## src/rtl/evt_pkg.sv

```systemverilog
package evt_pkg;
  localparam int ADDR_W         = 6;
  localparam int HI_W           = 2;
  localparam int LO_W           = ADDR_W - HI_W;
  localparam int W_W            = 4;
  localparam int BINS_PER_BIT   = 2;
  localparam int BITS_PER_FRAME = 8;
  localparam int BINS_PER_FRAME = BINS_PER_BIT * BITS_PER_FRAME;
  localparam int BIN_W          = $clog2(BINS_PER_FRAME);
  localparam int BIT_W          = $clog2(BITS_PER_FRAME);

  typedef enum logic {RX_IDLE, RX_BUSY} rx_state_e;

  typedef struct packed {
    logic            sel;
    logic [W_W-1:0]  weight;
    logic [LO_W-1:0] addr;
  } syn_cfg_t;

  localparam int SYN_CFG_W = $bits(syn_cfg_t);
endpackage

```

## src/rtl/evt_frame_rx.sv

```systemverilog
module evt_frame_rx
  import evt_pkg::*;
#(
  parameter int LOCK_FRAMES = 3,
  parameter int ERR_W       = 8
) (
  input  logic              clk,
  input  logic              rst_n,
  input  logic              ser_in,
  output logic              evt_valid,
  output logic [ADDR_W-1:0] evt_addr,
  output logic              locked,
  output logic [ERR_W-1:0]  err_count
);
  localparam int LCW = $clog2(LOCK_FRAMES + 1);
  localparam logic [BIT_W-1:0] STOP_IDX = BIT_W'(BITS_PER_FRAME - 1);

  rx_state_e         st;
  logic              s_q, s_prev;
  logic [BIN_W-1:0]  bin;
  logic [ADDR_W-1:0] shreg;
  logic [LCW-1:0]    lock_cnt;

  logic [BIT_W-1:0] bit_idx;
  logic             centre, frame_end, start_bad, data_smp;
  logic             good, stop_bad, train_ok, train_bad, err_bump;

  // Bit index and the sampling bin inside that bit.
  assign bit_idx   = bin[BIN_W-1:1];
  assign centre    = bin[0];
  assign frame_end = (st == RX_BUSY) && centre && (bit_idx == STOP_IDX);
  assign start_bad = (st == RX_BUSY) && centre && (bit_idx == '0) && s_q;
  assign data_smp  = (st == RX_BUSY) && centre && (bit_idx != '0) && (bit_idx != STOP_IDX);
  assign good      = frame_end && s_q;
  assign stop_bad  = frame_end && !s_q;
  assign train_ok  = good && !locked && (shreg == '0);
  assign train_bad = good && !locked && (shreg != '0);
  assign err_bump  = stop_bad || train_bad;

  // Bin counting, frame delimiting and address shifting.
  always_ff @(posedge clk) begin
    if (!rst_n) begin
      st     <= RX_IDLE;
      bin    <= '0;
      s_q    <= 1'b1;
      s_prev <= 1'b1;
      shreg  <= '0;
    end else begin
      s_q    <= ser_in;
      s_prev <= s_q;
      if (st == RX_IDLE) begin
        if (s_prev && !s_q) begin
          st  <= RX_BUSY;
          bin <= BIN_W'(1);
        end
      end else begin
        bin <= bin + 1'b1;
        if (start_bad || frame_end) st <= RX_IDLE;
      end
      if (data_smp) shreg <= {shreg[ADDR_W-2:0], s_q};
    end
  end

  // Event output, only once trained.
  always_ff @(posedge clk) begin
    if (!rst_n) begin
      evt_valid <= 1'b0;
      evt_addr  <= '0;
    end else begin
      evt_valid <= good && locked;
      if (good && locked) evt_addr <= shreg;
    end
  end

  // Training sequence on consecutive zero-address frames.
  always_ff @(posedge clk) begin
    if (!rst_n) begin
      locked   <= 1'b0;
      lock_cnt <= '0;
    end else if (train_ok) begin
      if (lock_cnt == LCW'(LOCK_FRAMES - 1)) begin
        locked   <= 1'b1;
        lock_cnt <= '0;
      end else begin
        lock_cnt <= lock_cnt + 1'b1;
      end
    end else if (err_bump && !locked) begin
      lock_cnt <= '0;
    end
  end

  always_ff @(posedge clk) begin
    if (!rst_n)                          err_count <= '0;
    else if (err_bump && err_count != '1) err_count <= err_count + 1'b1;
  end

  p_evt_locked_r3: assert property (@(posedge clk) disable iff (!rst_n)
    evt_valid |-> locked);
  p_lock_sticky_r2: assert property (@(posedge clk) disable iff (!rst_n)
    locked |=> locked);
  p_err_nodrop_r4: assert property (@(posedge clk) disable iff (!rst_n)
    1'b1 |=> err_count >= $past(err_count));
  p_err_sat_r4: assert property (@(posedge clk) disable iff (!rst_n)
    (err_count == '1) |=> (err_count == '1));
  p_evt_single_r5: assert property (@(posedge clk) disable iff (!rst_n)
    evt_valid |=> !evt_valid);
endmodule

```

## src/rtl/evt_strobe_sel.sv

```systemverilog
module evt_strobe_sel
  import evt_pkg::*;
#(
  parameter int NSTROBE = 4
) (
  input  logic [NSTROBE*HI_W-1:0] patterns,
  input  logic [HI_W-1:0]         hi_addr,
  output logic [NSTROBE-1:0]      hit
);
  for (genvar s = 0; s < NSTROBE; s++) begin : g_line
    assign hit[s] = (patterns[s*HI_W +: HI_W] == hi_addr);
  end
endmodule

```

## src/rtl/evt_pulse_timer.sv

```systemverilog
module evt_pulse_timer #(
  parameter int LEN_W = 6
) (
  input  logic             clk,
  input  logic             rst_n,
  input  logic             start,
  input  logic [LEN_W-1:0] len,
  output logic             active
);
  logic [LEN_W-1:0] cnt;

  always_ff @(posedge clk) begin
    if (!rst_n)         cnt <= '0;
    else if (start)     cnt <= len;
    else if (cnt != '0) cnt <= cnt - 1'b1;
  end

  assign active = (cnt != '0);

  p_load_r8: assert property (@(posedge clk) disable iff (!rst_n)
    (start && len != '0) |=> active);
  p_zero_len_r8: assert property (@(posedge clk) disable iff (!rst_n)
    (start && len == '0) |=> !active);
endmodule

```

## src/rtl/evt_syn_cell.sv

```systemverilog
module evt_syn_cell
  import evt_pkg::*;
(
  input  logic            clk,
  input  logic            rst_n,
  input  logic            start,
  input  logic            line_hit,
  input  logic [LO_W-1:0] lo_addr,
  input  syn_cfg_t        cfg,
  input  logic            active,
  output logic            pulse,
  output logic [W_W-1:0]  weight,
  output logic            line_sel
);
  logic           hit_q, sel_q;
  logic [W_W-1:0] w_q;

  // Match and settings are captured when the event arrives.
  always_ff @(posedge clk) begin
    if (!rst_n) begin
      hit_q <= 1'b0;
      w_q   <= '0;
      sel_q <= 1'b0;
    end else if (start) begin
      hit_q <= line_hit && (cfg.addr == lo_addr);
      w_q   <= cfg.weight;
      sel_q <= cfg.sel;
    end
  end

  assign pulse    = hit_q && active;
  assign weight   = pulse ? w_q : '0;
  assign line_sel = pulse && sel_q;

  p_hold_r9: assert property (@(posedge clk) disable iff (!rst_n)
    (pulse && !start) |=> (!pulse || ($stable(weight) && $stable(line_sel))));
endmodule

```

## src/rtl/event_frame_decoder.sv

```systemverilog
module event_frame_decoder
  import evt_pkg::*;
#(
  parameter int NSYN        = 8,
  parameter int NSTROBE     = 4,
  parameter int LEN_W       = 6,
  parameter int ERR_W       = 8,
  parameter int LOCK_FRAMES = 3,
  localparam int PAT_W  = NSTROBE * HI_W,
  localparam int CFG_AW = $clog2(NSYN + 2),
  localparam int CFG_DW = (PAT_W > LEN_W)
                          ? ((PAT_W > SYN_CFG_W) ? PAT_W : SYN_CFG_W)
                          : ((LEN_W > SYN_CFG_W) ? LEN_W : SYN_CFG_W)
) (
  input  logic                 clk,
  input  logic                 rst_n,
  input  logic                 ser_in,
  input  logic                 cfg_we,
  input  logic [CFG_AW-1:0]    cfg_addr,
  input  logic [CFG_DW-1:0]    cfg_wdata,
  output logic                 locked,
  output logic [ERR_W-1:0]     err_count,
  output logic                 evt_valid,
  output logic [ADDR_W-1:0]    evt_addr,
  output logic [NSYN-1:0]      syn_pulse,
  output logic [NSYN*W_W-1:0]  syn_weight,
  output logic [NSYN-1:0]      syn_line
);
  logic [PAT_W-1:0]   pat_q;
  logic [LEN_W-1:0]   len_q;
  logic [NSTROBE-1:0] line_hit;
  logic               active;

  always_ff @(posedge clk) begin
    if (!rst_n) begin
      pat_q <= '0;
      len_q <= '0;
    end else if (cfg_we) begin
      if (cfg_addr == CFG_AW'(0)) pat_q <= cfg_wdata[PAT_W-1:0];
      if (cfg_addr == CFG_AW'(1)) len_q <= cfg_wdata[LEN_W-1:0];
    end
  end

  evt_frame_rx #(.LOCK_FRAMES(LOCK_FRAMES), .ERR_W(ERR_W)) u_rx (
    .clk(clk), .rst_n(rst_n), .ser_in(ser_in),
    .evt_valid(evt_valid), .evt_addr(evt_addr),
    .locked(locked), .err_count(err_count)
  );

  evt_strobe_sel #(.NSTROBE(NSTROBE)) u_sel (
    .patterns(pat_q), .hi_addr(evt_addr[ADDR_W-1:LO_W]), .hit(line_hit)
  );

  evt_pulse_timer #(.LEN_W(LEN_W)) u_tmr (
    .clk(clk), .rst_n(rst_n), .start(evt_valid), .len(len_q), .active(active)
  );

  for (genvar i = 0; i < NSYN; i++) begin : g_syn
    syn_cfg_t cfg_q;

    always_ff @(posedge clk) begin
      if (!rst_n)                                     cfg_q <= '0;
      else if (cfg_we && cfg_addr == CFG_AW'(i + 2)) cfg_q <= cfg_wdata[SYN_CFG_W-1:0];
    end

    evt_syn_cell u_cell (
      .clk(clk), .rst_n(rst_n), .start(evt_valid),
      .line_hit(line_hit[i % NSTROBE]), .lo_addr(evt_addr[LO_W-1:0]),
      .cfg(cfg_q), .active(active),
      .pulse(syn_pulse[i]), .weight(syn_weight[i*W_W +: W_W]),
      .line_sel(syn_line[i])
    );
  end

  p_quiet_unlocked_r3: assert property (@(posedge clk) disable iff (!rst_n)
    !locked |-> (syn_pulse == '0));
  p_pulse_needs_len_r8: assert property (@(posedge clk) disable iff (!rst_n)
    (syn_pulse != '0) |-> active);
endmodule

```

## config.mk

```make
export PLATFORM = sky130hd
export DESIGN_NAME = event_frame_decoder
export DESIGN_NICKNAME = d
export VERILOG_FILES = /design/src/rtl/evt_pkg.sv /design/src/rtl/evt_frame_rx.sv /design/src/rtl/evt_strobe_sel.sv /design/src/rtl/evt_pulse_timer.sv /design/src/rtl/evt_syn_cell.sv /design/src/rtl/event_frame_decoder.sv
export SDC_FILE = /design/constraint.sdc
export NUM_CORES = 1
export LEC_CHECK = 0
export ABC_AREA = 0
export BUFFER_PORTS_ARGS = -buffer_cell sky130_fd_sc_hd__buf_2
export CORE_UTILIZATION = 50
export DETAILED_ROUTE_END_ITERATION = 7
export PLACE_DENSITY_LB_ADDON = 0.05
export SLEW_MARGIN = 20
export SYNTH_ARGS = -nofsm -noshare
export SYNTH_HDL_FRONTEND = slang
export SYNTH_SLANG_ARGS = --single-unit
```

## constraint.sdc

```tcl
create_clock -name clk -period 1.95 [get_ports clk]
set_clock_uncertainty 0.2 [all_clocks]
set_input_delay 0.4875 -clock clk [delete_from_list [all_inputs] [get_ports clk]]
set_output_delay 0.4875 -clock clk [all_outputs]
set_load 0.005 [all_outputs]
```

; After elaboration in Yosys (flattened, before gate mapping)
; Index checks and enable logic that the tools add are counted.
[op_classes]
n_eq_ne = 25
muxes = 18
add_sub_neg = 4
reduce_logical = 63
[ops]
columns = op, count
row1 = logical AND 1 bit, 47
row2 = two-way mux 4 bit, 10
row3 = equality test 4 bit, 8
row4 = equality test 4 x 3 -> 1 bit (second input constant), 4
row5 = two-way mux 6 bit, 2
row6 = nonzero test 6 bit, 2
row7 = adder 8 x 1 -> 8 bit (second input constant), 1
row8 = equality test 2 bit, 4
row9 = equality test 4 x 2 -> 1 bit (second input constant), 2
row10 = equality test 4 bit (second input constant), 2
row11 = inequality test 8 bit (second input constant), 1
row12 = zero test 6 bit, 1
row13 = two-way mux 2 bit, 3
row14 = AND reduction 2 bit, 3
row15 = nonzero test 2 bit, 3
row16 = subtractor 6 x 1 -> 6 bit (second input constant), 1
row17 = adder 4 x 1 -> 4 bit (second input constant), 1
row18 = equality test 4 x 1 -> 1 bit (second input constant), 1
row19 = zero test 4 bit, 1
row20 = equality test 3 bit (second input constant), 1
row21 = zero test 3 bit, 1
row22 = two-way mux 1 bit, 3
row23 = inequality test 3 bit (second input constant), 1
row24 = nonzero test 3 bit, 1
row25 = other kinds (4), 6
[totals]
elab_cells = 171
in_bits = 17
output_inout_bits = 64
reg_bits = 171

; Longest topological paths before layout
[depth]
word_depth = 9
mapped_depth = 7

; Modules after synthesis
; A second synthesis with hierarchy kept.
[unflattened]
cells_unflattened = 756
hier_area_um2 = 7512.2
[by_module_without_submodules]
columns = module, cells_per_inst, instances, area_per_inst_um2
row1 = event_frame_decoder, 299, 1, 3154.3
row2 = evt_syn_cell, 31, 8, 309.0
row3 = evt_frame_rx, 154, 1, 1441.4
row4 = evt_pulse_timer, 43, 1, 359.1
row5 = evt_strobe_sel, 12, 1, 85.1

; Worst setup path before layout
; OpenSTA, ideal clock, no wires.
[synth_path]
kind = register -> output
startpoint = register u_tmr.cnt[2]
endpoint = output syn_line[0]
stages_incl_launch_ff = 5
arrival_ps = 1277
slack_ps = -15
cell_sequence = dfxtp_1 > nor4_4 > a21oi_1 > and2_1 > buf_4
[synth_between]
elab_chain_len = 3
[synth_lines]
columns = element, line
row1 = from (decl), evt_pulse_timer.sv:10  ; logic [LEN_W-1:0] cnt;
row2 = from (signal assigned), evt_pulse_timer.sv:14  ; else if (start) cnt <= len;
row3 = from (signal assigned), evt_pulse_timer.sv:15  ; else if (cnt != '0) cnt <= cnt - 1'b1;
row4 = nonzero test 6 bit, evt_pulse_timer.sv:18  ; assign active = (cnt != '0);
row5 = logical AND 1 bit, evt_syn_cell.sv:31  ; assign pulse = hit_q && active;
row6 = net g_syn[0].u_cell.pulse, evt_syn_cell.sv:11  ; output logic pulse,
row7 = logical AND 1 bit, evt_syn_cell.sv:33  ; assign line_sel = pulse && sel_q;
row8 = to (decl), event_frame_decoder.sv:27  ; output logic [NSYN-1:0] syn_line
; The timed path passes the listed nets, and every way through them passes these cells.

; Final worst setup path
[layout_path]
startpoint = register u_tmr.cnt[5]
endpoint = output syn_line[7]
[layout_between]
elab_chain_len = 3
[layout_lines]
columns = element, line
row1 = nonzero test 6 bit, evt_pulse_timer.sv:18
row2 = logical AND 1 bit, evt_syn_cell.sv:31
row3 = logical AND 1 bit, evt_syn_cell.sv:33
; No other way between the ends.

==> flow_summary.ini <==
[outcome]
status = finished, violations left
violations = negative setup slack

[yosys]
synth_top_area_share_pct = 47.0
synth.area.top_cells = dfxtp_1 (47%), mux2i_1 (19%), nor2_1 (8.1%)
yosysWarnings = 0
synth_top_family_by_area = multiplexers
synth_nets = 791
postSynthAreaPerCell_um2 = 9.47
yosys-mux-area-fraction_pct = 19.1
synth_fa_ha_area_share_pct = 0.687
synth-simple-area-share_pct = 19.1
yosysUniqueCellTypes = 43
synth_compound_area_share_pct = 3.45
syn_area_mm2 = 0.00729
synth-seq-cells = 171
synth-xor-area-share_pct = 5.53
synth_cells = 770
synth_area_leader_cell = dfxtp_1
synth-seq-area-share_pct = 47.0

[routing]
antenna_left = 0
vias_per_cell = 5.15
wl_per_cell_um = 15.7
vias = 5368
drc = 0
routed_wl_mm = 16.3
drt_iter0_markers = 230
dr.pass1.iters = 4

[placement]
hpwl_mm = 11.0
place_congestion = 0.788
numPortBuffers = 80
post-place-ws_ps = -260

[cells_and_area]
syn_to_final_growth_pct = 22.9
final_cell_mix = dfxtp_1 (163), nor2_1 (157), mux2i_1 (139), buf_2 (64), xnor2_1 (44)
num_antenna_cells = 0
fill_cells = 1182
fin_util_pct = 63.8
drive_above_1_share_pct = 23.5
layout_commonest_cell = dfxtp_1
nNetsFinal = 871

[clocking]
clk_path_buf_depth = 2
cts_num_sinks = 171
htree_levels = 4
cts_made_buffers = 17
cts_root_buffer = clkbuf_16
clkTransAtPathRegs_ps = 60
cts_tree = yes
clock_latency_ps = 420

[sta]
hold_viol = 0
rsz0062_at_grt = yes
drv_slew = 0
fin_crit_sh_pct = 121
setup_viol_count_final = 48
finalWorstSetupSlack_ps = -405
final.min_clock_period_ps = 2350
slew_headroom_pct = 68.5
worst_pin_slew_ps = 471
max_freq_mhz = 425

[setup_path]
cp-start-kind = flip-flop
crit_arrival_ps = 1670
worst_path_largest_cell_delay_ps = 340
end_kind = primary output
required_ps = 1260
critical_path.top_delay_family = simple AND/OR/NAND/NOR gates
critPathBufInv = 2
criticalPathCategory = reg2out
cp_slowest_cell = dfxtp_2
crit_chain = nor4_4 > buf_6 > a21oi_4 > and2_1 > buf_2
critPathMaxFanout = 6

[grt]
grt_pass1_vias = 5207
grt_usage_pct = 23.2
antenna_found_initial = 0
grt_first_pass_wirelength_mm = 26.4
grt_max_degree = 58
overflow = 0

[min_path]
hold_path_class = in2reg

[pwr]
leakagePower_uw = 0.00372
powerDensity_mw_per_mm2 = 937
peakVddDrop_mv = 0.608

[floorplanning]
dieArea_mm2 = 0.0151
core_area_mm2 = 0.0140
die_w_um = 123
dieHeight_um = 123
ios = 81
initial_core_util_pct = 51.9
row_count = 43

[run]
maxCapViolCount = 0
==> synth_stat cells (all sizes together) <==
master  number
a211oi       1
a21oi       17
a22oi        3
a31oi        1
and2        48
and3         1
buf         34
clkbuf      30
dfxtp      171
ha           4
inv         14
mux2i      139
nand2       21
nand2b       6
nand3       14
nand3b       4
nand4       11
nor2       161
nor2b        1
nor3         3
nor3b        4
nor4         2
nor4bb       1
o211a        1
o21ai       10
o22ai       10
o31ai        1
or2          1
or3          7
or4          2
or4b         1
xnor2       44
xor2         2
==> final cells by class <==
| cell class | count | area, µm² | share of cell area, % |
|---|---|---|---|
| Clock buffer | 22 | 464 | 5.18 |
| Multi-Input combinational cell | 521 | 3660 | 40.8 |
| Inverter | 14 | 55.1 | 0.615 |
| Sequential cell | 171 | 3430 | 38.3 |
| Clock inverter | 9 | 139 | 1.55 |
| Tap cell | 180 | 225 | 2.51 |
| Timing Repair Buffer | 125 | 986 | 11.0 |
==> worst register-to-register path, cell delays in order (launching register included) <==
cell     delay [ps]
dfxtp_1         340
nor4_2          350
nand2_1         210
or4_1           530
o22ai_1         180
==> final timing paths <==
path	start	end	slack, ps	depth (start not counted)
setup / recovery	u_tmr.cnt[5]	syn_line[7]	-400	5
hold / removal	ser_in	u_rx.s_q	70	2
setup reg to reg	u_rx.shreg[2]	u_rx.lock_cnt[1]	80	4
hold reg to reg	len_q[1]	u_tmr.cnt[1]	280	2
==> stage by stage <==
step	setup TNS (ps)	cell area [µm²]	cells	hold WS [ps]	power, µW
after floorplan	-14.2	7290	770	244	4310
after global placement	-1840	8090	1015	263	4680
after detailed placement	-2730	8090	1015	275	4720
after CTS	-18300	8830	1041	51.4	8450
after global routing	-20670	8960	1042	84.1	8720
final	-17190	8960	1042	71.1	8400
==> report_power, final <==
group	switching, µW	total (µW)	leakage (µW)	internal [µW]
sequential	69.6	3660	0.00138	3590
combinational	705	1300	0.00204	594
clock	1350	3440	0.000295	2090
==> cell families after synthesis <==
kind of cell	count (synthesis)
AO/OA/AOI/OAI	44
XOR/XNOR	46
adder cells (fa/ha/maj)	4
buffers and inverters	78
flip-flops	171
multiplexers	139
AND/OR/NAND/NOR	288
==> state kept, by name (all words and copies together), names as in the netlist <==
signal              cells
g_syn.cfg_q            72
g_syn.u_cell.hit_q      8
g_syn.u_cell.sel_q      8
g_syn.u_cell.w_q       32
len_q                   6
pat_q                   8
u_rx.bin                4
u_rx.err_count          8
u_rx.evt_addr           6
u_rx.evt_valid          1
u_rx.lock_cnt           2
u_rx.locked             1
u_rx.s_prev             1
u_rx.s_q                1
u_rx.shreg              6
u_rx.st                 1
u_tmr.cnt               6
==> per-layer routing <==
| metal | global-route usage, % | wire (µm) | up-vias |
|---|---|---|---|
| met1 | 29.0 | 7670 | 2544 |
| met3 | 4.37 | 454 | 20 |
| met4 | 8.00 | 210 | 0 |
| li1 | - | - | 2701 |
| met5 | 0 | 0 | - |
| met2 | 39.9 | 7980 | 103 |
==> timing repair <==
| item | CTS | global route |
|---|---|---|
| buffers inserted | 2 | 1 |
| pin swaps | 50 | 6 |
| endpoints found under the setup margin | 48 | 59 |
| hold buffers | 0 | 0 |
| gates resized for setup | 40 | 29 |
No activity file was read; power rests on OpenSTA's default activity.
